### src/rtl/zc_stamp_pkg.sv
package zc_stamp_pkg;

   typedef enum logic [1:0] {
      ZC_IDLE  = 2'd0,
      ZC_COUNT = 2'd1,
      ZC_LOCK  = 2'd2
   } zc_state_e;

   typedef enum logic [1:0] {
      RG_BAND = 2'd0,
      RG_POS  = 2'd1,
      RG_NEG  = 2'd2
   } zc_region_e;

   localparam int unsigned ADR_STATUS  = 0;
   localparam int unsigned ADR_STAMP   = 1;
   localparam int unsigned ADR_CTRL    = 2;
   localparam int unsigned ST_PEND_BIT = 0;
   localparam int unsigned ST_OVF_BIT  = 1;
   localparam int unsigned CT_EN_BIT   = 0;

endpackage

### src/rtl/zc_time_base.sv
module zc_time_base #(
   parameter int unsigned STAMP_W = 32
) (
   input  logic               clk,
   input  logic               rst_n,
   input  logic               tick_i,
   output logic [STAMP_W-1:0] now_o
);

   // free-running sample counter, wraps silently
   always_ff @(posedge clk or negedge rst_n) begin
      if (!rst_n)      now_o <= '0;
      else if (tick_i) now_o <= now_o + 1'b1;
   end

endmodule

### src/rtl/zc_edge_fsm.sv
module zc_edge_fsm
   import zc_stamp_pkg::*;
#(
   parameter int unsigned SAMPLE_W     = 12,
   parameter int unsigned STAMP_W      = 32,
   parameter int unsigned LOCK_W       = 16,
   parameter int unsigned CROSS_TARGET = 3,
   parameter bit          HYST_EN      = 1'b1
) (
   input  logic                clk,
   input  logic                rst_n,
   input  logic                smp_en_i,
   input  logic [SAMPLE_W-1:0] smp_i,
   input  logic [SAMPLE_W-2:0] thr_i,
   input  logic [SAMPLE_W-2:0] hyst_i,
   input  logic [LOCK_W-1:0]   lock_i,
   input  logic [STAMP_W-1:0]  now_i,
   output logic                evt_o,
   output logic [STAMP_W-1:0]  evt_stamp_o,
   output zc_state_e           state_o
);

   localparam int unsigned EW = SAMPLE_W + 1;
   localparam int unsigned CW = $clog2(CROSS_TARGET + 1);
   localparam logic [CW-1:0] LAST_XING = CW'(CROSS_TARGET - 1);

   logic signed [EW-1:0] sx, tx, hx;
   logic                 onset;
   zc_region_e           region;
   zc_state_e            state_q;
   logic                 ref_neg_q;
   logic [CW-1:0]        xcnt_q;
   logic [LOCK_W-1:0]    remain_q;
   logic                 flip;

   assign sx = $signed({smp_i[SAMPLE_W-1], smp_i});
   assign tx = $signed({2'b00, thr_i});

   // variant: programmable band or pure sign detection
   generate
      if (HYST_EN) begin : g_band
         assign hx = $signed({2'b00, hyst_i});
      end else begin : g_sign
         logic [SAMPLE_W-2:0] unused_hyst;
         assign unused_hyst = hyst_i;
         assign hx = '0;
      end
   endgenerate

   assign onset = (sx > tx) || (sx < -tx);

   always_comb begin
      if (sx > hx)       region = RG_POS;
      else if (sx < -hx) region = RG_NEG;
      else               region = RG_BAND;
   end

   assign flip = (region != RG_BAND) && ((region == RG_NEG) != ref_neg_q);

   always_ff @(posedge clk or negedge rst_n) begin
      if (!rst_n) begin
         state_q     <= ZC_IDLE;
         ref_neg_q   <= 1'b0;
         xcnt_q      <= '0;
         remain_q    <= '0;
         evt_o       <= 1'b0;
         evt_stamp_o <= '0;
      end else begin
         evt_o <= 1'b0;
         if (smp_en_i) begin
            unique case (state_q)
               ZC_IDLE: begin
                  if (onset) begin
                     state_q   <= ZC_COUNT;
                     ref_neg_q <= sx[EW-1];
                     xcnt_q    <= '0;
                  end
               end
               ZC_COUNT: begin
                  if (flip) begin
                     ref_neg_q <= (region == RG_NEG);
                     if (xcnt_q == LAST_XING) begin
                        evt_o       <= 1'b1;
                        evt_stamp_o <= now_i;
                        remain_q    <= lock_i;
                        state_q     <= (lock_i == '0) ? ZC_IDLE : ZC_LOCK;
                     end else begin
                        xcnt_q <= xcnt_q + 1'b1;
                     end
                  end
               end
               ZC_LOCK: begin
                  remain_q <= remain_q - 1'b1;
                  if (remain_q <= LOCK_W'(1)) state_q <= ZC_IDLE;
               end
               default: state_q <= ZC_IDLE;
            endcase
         end
      end
   end

   assign state_o = state_q;

endmodule

### src/rtl/zc_irq_regs.sv
module zc_irq_regs
   import zc_stamp_pkg::*;
#(
   parameter int unsigned STAMP_W = 32,
   parameter int unsigned ADDR_W  = 2,
   parameter int unsigned DATA_W  = 32
) (
   input  logic               clk,
   input  logic               rst_n,
   input  logic               evt_i,
   input  logic [STAMP_W-1:0] evt_stamp_i,
   input  logic               bus_sel,
   input  logic               bus_we,
   input  logic [ADDR_W-1:0]  bus_addr,
   input  logic [DATA_W-1:0]  bus_wdata,
   output logic [DATA_W-1:0]  bus_rdata,
   output logic               irq,
   output logic               pend_o,
   output logic               ovf_o,
   output logic               en_o,
   output logic [STAMP_W-1:0] stamp_o,
   output logic               rd_status_o
);

   logic hit_status, hit_stamp, hit_ctrl;
   logic [DATA_W-1:0] unused_wdata;

   assign unused_wdata = bus_wdata;
   assign hit_status   = (bus_addr == ADDR_W'(ADR_STATUS));
   assign hit_stamp    = (bus_addr == ADDR_W'(ADR_STAMP));
   assign hit_ctrl     = (bus_addr == ADDR_W'(ADR_CTRL));
   assign rd_status_o  = bus_sel && !bus_we && hit_status;

   always_ff @(posedge clk or negedge rst_n) begin
      if (!rst_n) begin
         pend_o  <= 1'b0;
         ovf_o   <= 1'b0;
         en_o    <= 1'b0;
         stamp_o <= '0;
      end else begin
         if (rd_status_o) begin
            pend_o <= 1'b0;
            ovf_o  <= 1'b0;
         end
         if (evt_i) begin
            if (pend_o && !rd_status_o) begin
               ovf_o <= 1'b1;
            end else begin
               pend_o  <= 1'b1;
               stamp_o <= evt_stamp_i;
            end
         end
         if (bus_sel && bus_we && hit_ctrl) en_o <= bus_wdata[CT_EN_BIT];
      end
   end

   always_comb begin
      bus_rdata = '0;
      if (hit_status) begin
         bus_rdata[ST_PEND_BIT] = pend_o;
         bus_rdata[ST_OVF_BIT]  = ovf_o;
      end else if (hit_stamp) begin
         bus_rdata = DATA_W'(stamp_o);
      end else if (hit_ctrl) begin
         bus_rdata[CT_EN_BIT] = en_o;
      end
   end

   assign irq = pend_o & en_o;

endmodule

### src/rtl/zc_stamp_top.sv
module zc_stamp_top
   import zc_stamp_pkg::*;
#(
   parameter int unsigned SAMPLE_W     = 12,
   parameter int unsigned STAMP_W      = 32,
   parameter int unsigned LOCK_W       = 16,
   parameter int unsigned ADDR_W       = 2,
   parameter int unsigned DATA_W       = 32,
   parameter int unsigned CROSS_TARGET = 3,
   parameter bit          HYST_EN      = 1'b1
) (
   input  logic                clk,
   input  logic                rst_n,
   input  logic                smp_en,
   input  logic [SAMPLE_W-1:0] smp_data,
   input  logic [SAMPLE_W-2:0] cfg_thresh,
   input  logic [SAMPLE_W-2:0] cfg_hyst,
   input  logic [LOCK_W-1:0]   cfg_lockout,
   input  logic                bus_sel,
   input  logic                bus_we,
   input  logic [ADDR_W-1:0]   bus_addr,
   input  logic [DATA_W-1:0]   bus_wdata,
   output logic [DATA_W-1:0]   bus_rdata,
   output logic                irq
);

   generate
      if (SAMPLE_W < 4)        begin : g_bad_sw   $fatal(1, "SAMPLE_W must be at least 4"); end
      if (DATA_W < STAMP_W)    begin : g_bad_dw   $fatal(1, "DATA_W must hold a timestamp"); end
      if (ADDR_W < 2)          begin : g_bad_aw   $fatal(1, "ADDR_W must reach three registers"); end
      if (CROSS_TARGET < 1)    begin : g_bad_ct   $fatal(1, "CROSS_TARGET must be positive"); end
      if (LOCK_W < 1)          begin : g_bad_lw   $fatal(1, "LOCK_W must be positive"); end
   endgenerate

   logic [STAMP_W-1:0] now;
   logic               evt;
   logic [STAMP_W-1:0] evt_stamp;
   zc_state_e          state;
   logic               pend, ovf, en, rd_status;
   logic [STAMP_W-1:0] stamp;

   zc_time_base #(.STAMP_W(STAMP_W)) u_time (
      .clk    (clk),
      .rst_n  (rst_n),
      .tick_i (smp_en),
      .now_o  (now)
   );

   zc_edge_fsm #(
      .SAMPLE_W     (SAMPLE_W),
      .STAMP_W      (STAMP_W),
      .LOCK_W       (LOCK_W),
      .CROSS_TARGET (CROSS_TARGET),
      .HYST_EN      (HYST_EN)
   ) u_fsm (
      .clk         (clk),
      .rst_n       (rst_n),
      .smp_en_i    (smp_en),
      .smp_i       (smp_data),
      .thr_i       (cfg_thresh),
      .hyst_i      (cfg_hyst),
      .lock_i      (cfg_lockout),
      .now_i       (now),
      .evt_o       (evt),
      .evt_stamp_o (evt_stamp),
      .state_o     (state)
   );

   zc_irq_regs #(
      .STAMP_W (STAMP_W),
      .ADDR_W  (ADDR_W),
      .DATA_W  (DATA_W)
   ) u_regs (
      .clk         (clk),
      .rst_n       (rst_n),
      .evt_i       (evt),
      .evt_stamp_i (evt_stamp),
      .bus_sel     (bus_sel),
      .bus_we      (bus_we),
      .bus_addr    (bus_addr),
      .bus_wdata   (bus_wdata),
      .bus_rdata   (bus_rdata),
      .irq         (irq),
      .pend_o      (pend),
      .ovf_o       (ovf),
      .en_o        (en),
      .stamp_o     (stamp),
      .rd_status_o (rd_status)
   );

endmodule

### config.mk
export PLATFORM = sky130hd
export DESIGN_NAME = zc_stamp_top
export DESIGN_NICKNAME = d
export VERILOG_FILES = /design/src/rtl/zc_stamp_pkg.sv /design/src/rtl/zc_time_base.sv /design/src/rtl/zc_edge_fsm.sv /design/src/rtl/zc_irq_regs.sv /design/src/rtl/zc_stamp_top.sv
export SDC_FILE = /design/constraint.sdc
export NUM_CORES = 1
export LEC_CHECK = 0
export BUFFER_PORTS_ARGS = -buffer_cell sky130_fd_sc_hd__buf_2
export CORE_MARGIN = 2
export CORE_UTILIZATION = 37
export DETAILED_ROUTE_END_ITERATION = 7
export PLACE_DENSITY = 0.64
export SLEW_MARGIN = 25
export SYNTH_ARGS = -nofsm -noshare
export SYNTH_HDL_FRONTEND = slang
export SYNTH_SLANG_ARGS = --single-unit
### constraint.sdc
create_clock -name clk -period 2.5 [get_ports clk]
set_input_delay 0.125 -clock clk [delete_from_list [all_inputs] [get_ports clk]]
set_output_delay 0.125 -clock clk [all_outputs]
set_load 0.05 [all_outputs]
==> run summary <==
Max transition margin - 66.2%
Worst-case setup margin in the final layout - -203 ps
Worst Hold Margin - 40.0 ps
Final routed wire length divided by cell count - 14.1 um
Share of synthesized cell area in and, or, nand and nor gates - 16.5%
Multiplexer area fraction after synthesis - 12.2%
Clk root buf - sky130_fd_sc_hd__clkbuf_16
Post-layout instance count excluding filler cells - 1064
Clock tree from TritonCTS - yes
Total routing usage reported by global routing - 15.5%
Hold Path Stages - 3
Fillers - 1668
Final count of hold timing violations - 0
Chip Width - 143 um
DR DRC count - 0
Syn Area/Cell - 10.8 um2
Vert. Die Dim - 143 um
Share of the clock period used by the worst path - 108%
Number of top-level pins - 122
Cell count after synthesis - 659
Met3 Resource Use GR - 3.19%
Post-synthesis cell type with the largest combined area - sky130_fd_sc_hd__dfrtp_1
Port Buf Inserts - 90
Leak pwr - 4.60 nW
Most frequent cell after synthesis - sky130_fd_sc_hd__dfrtp_1
Transition time at the pin with the least slew margin - 506 ps
Final Skew - 9.44 ps
Pwr Total - 6.48 mW
Async SR Flop Fraction - 100%
Maxcap violations - 0
Portion of the post-synthesis area used by sequential elements - 42.5%
Number of placed instances with taps included - 1024
Post-synth net total - 803
Number of cells on the worst reg-to-reg path - 7
Class of the most critical hold timing path - input pin to flop
Core Area - 18800 um2
Starting Density - 37.9%
Post-route ant nets - 0
Share of the core filled with cells - 49.3%
Cell occurring most often along the worst timing path - sky130_fd_sc_hd__buf_4
Diode insertion count for antenna repair - 0
Buffer depth of the longest clock path - 2
Endpoint type of the worst setup path - flop
Number of storage elements in the synthesis netlist - 121
Maximum frequency from static timing analysis - 370 MHz
Most used standard cells in the synthesized netlist - sky130_fd_sc_hd__dfrtp_1 (121), sky130_fd_sc_hd__ha_1 (55), sky130_fd_sc_hd__mux2_2 (55), sky130_fd_sc_hd__nand2_1 (44)
Class of the most critical setup path - input pin to flop
Arrival time at the worst endpoint - 3000 ps
Primary flip-flop cell chosen by synthesis mapping - sky130_fd_sc_hd__dfrtp_1
Antenna violations before repair - 0
Crit Path Max Fanout - 6
Maximum number of pins on one net before global-route repair - 46
Count of final max-slew check failures - 0
Wire length of the first global-routing pass - 25400 um
Final worst path period need - 2700 ps
Max stage delay on crit path - 310 ps
Pre-antenna DRT Iters - 4
Startpoint class of the critical path - input pin
Maximum vdd ir drop - 0.541 mV
Total power density per cell area - 700 nW/um2
Number of nets at the end of the flow - 961
Area enclosed by the die boundary - 20400 um2
Setup WS pre-CTS - -611 ps
Clk slew on worst S/H paths - 60 ps
Largest cells by area after synthesis - sky130_fd_sc_hd__dfrtp_1 (43%), sky130_fd_sc_hd__ha_1 (9.7%), sky130_fd_sc_hd__mux2_2 (8.7%)
Required @ worst endpoint - 2790 ps
Cell with the biggest individual delay on the critical path - sky130_fd_sc_hd__nor4_4
Number of global-route vias before repair - 5263
Worst-skew pair later-pin latency - 410 ps
Weighted congestion at the end of routability-driven global placement - 0.838
Cell variety after synth - 64
Setup repair after global routing missed its margin - true
Synthesized cell area - 7120 um2
Area delta synth->final - 30.0%
Xor/xnor cell area share of the yosys netlist - 5.78%
Number of enable-type register cells in the synthesized netlist - 0
GR Util met2 - 24.9%
Cell-by-cell trace of the critical path - buf_6 -> nor4_4 -> nand2_2 -> buf_4 -> nor3_1 -> ha_1 -> nand4_1 -> o22ai_2 -> nor4b_2 -> a21oi_1 -> buf_4 -> nor3_4 -> o2111ai_4 -> buf_12 -> clkbuf_16 -> mux2_4
Via count - 5315
Outcome - finished, violations left
Synth warnings - 0
GRT met1 Usage - 21.3%
CTS Buf Count - 17
HPWL after DPL - 10900 um
Layout cell share with drive strength beyond 1 - 35.7%
Busiest metal layer after global routing - met2
Final wirelength - 15000 um
Site row count - 50
Final setup vio count - 37
Drt initial violations - 158
Number of clock sinks - 121
Area share of the largest cell type after synthesis - 42.5%
Fraction of the mapped netlist area in adder cells - 9.67%
Per-cell via count in the routed design - 5.00
Max H-tree Level - 4
Violations in the final reports - negative setup slack
Dominant combinational cell family by area after synthesis - simple AND/OR/NAND/NOR gates
Synthesized-area fraction occupied by ao, oa, aoi and oai cells - 9.98%
Total global routing overflow - 0
kinds of logic after synthesis:
group | count (synthesis)
flops | 121
compound gates | 98
fa+ha+maj | 55
xor+xnor | 47
simple gates | 208
mux | 73
buf+inv | 57
repair_timing:
action | in CTS | in global routing
setup endpoints to repair | 53 | 54
pin swaps | 3 | 5
endpoints found under the hold margin | 123 | 0
hold buffers | 3 | 0
buffers inserted | 3 | 1
resized for setup | 11 | 14
cloned | 1 | 2
area by class of cell:
class,instances,area [um2],share of cell area (%)
Multi-Input combinational cell,481,4090,44.2
Inverter,38,143,1.54
Timing Repair Buffer,158,1120,12.1
Clock buffer,19,433,4.68
Tap cell,234,293,3.16
Clock inverter,13,145,1.57
Sequential cell,121,3030,32.7
path summary, 6_finish.rpt:
kind / startpoint / end / slack, ps
min reg2reg: u_fsm.evt_o / u_regs.pend_o / 480
max in group asynchronous: rst_n / u_fsm.evt_stamp_o[3] / 1740
max: cfg_hyst[2] / u_fsm.evt_stamp_o[11] / -200
min in group asynchronous: rst_n / u_regs.stamp_o[25] / 110
min: cfg_lockout[0] / u_fsm.remain_q[0] / 40
max reg2reg: u_fsm.remain_q[8] / u_fsm.state_o[0] / 100
routing by layer:
metal	wire length (um)	vias to the layer above	part of all wire, %
met1	7410	2490	50
met3	551	16	3.7
met4	154	0	1.0
met2	6850	106	46
met5	0	-	0
li1	-	2703	-
flip-flops by register name, indices dropped and copies added (netlist names), 2 cells and up:
register and flops:
u_fsm.xcnt_q 2, u_fsm.evt_stamp_o 32, u_time.now_o 32, u_regs.stamp_o 32
u_fsm.remain_q 16, u_fsm.state_o 2
cells in the final DEF, fill, tap and decap left out, drive strengths merged, types with 6 or more instances in the layout:
| cell type | synthesis | final |
|---|---|---|
| nand4 | 11 | 11 |
| o22a | 17 | 17 |
| nand2b | 6 | 6 |
| xor2 | 9 | 9 |
| a31oi | 6 | 6 |
| a21oi | 30 | 30 |
| xnor2 | 38 | 38 |
| ha | 55 | 55 |
| nor2 | 32 | 32 |
| nor4 | 10 | 10 |
| nand2 | 44 | 44 |
| dfrtp | 121 | 121 |
| buf | 10 | 153 |
| o21ai | 12 | 12 |
| nand3 | 16 | 16 |
| and3 | 11 | 11 |
| and2 | 33 | 33 |
| nor2b | 7 | 7 |
| nor3 | 20 | 20 |
| inv | 38 | 41 |
| clkbuf | 9 | 21 |
| mux2 | 69 | 69 |
critical path, delay by kind of cell:
kind,cells,cell delay [ps]
simple gates,6,1180
buf+inv,5,760
compound gates,3,350
mux,1,290
fa+ha+maj,1,280
stage by stage:
stage	setup TNS [ps]	area [um2]
finish	-6340	9250
global route	-14910	9250
CTS	-4230	9140
detailed placement	-29530	8440
global placement	-28780	8440
floorplan	-8460	7310
where the power goes:
part | switching [mW] | internal (mW)
logic | 0.843 | 0.777
registers | 0.282 | 2.21
clock network | 0.893 | 1.47
total | 2.02 | 4.46
Power figures use the tool's default switching activity.
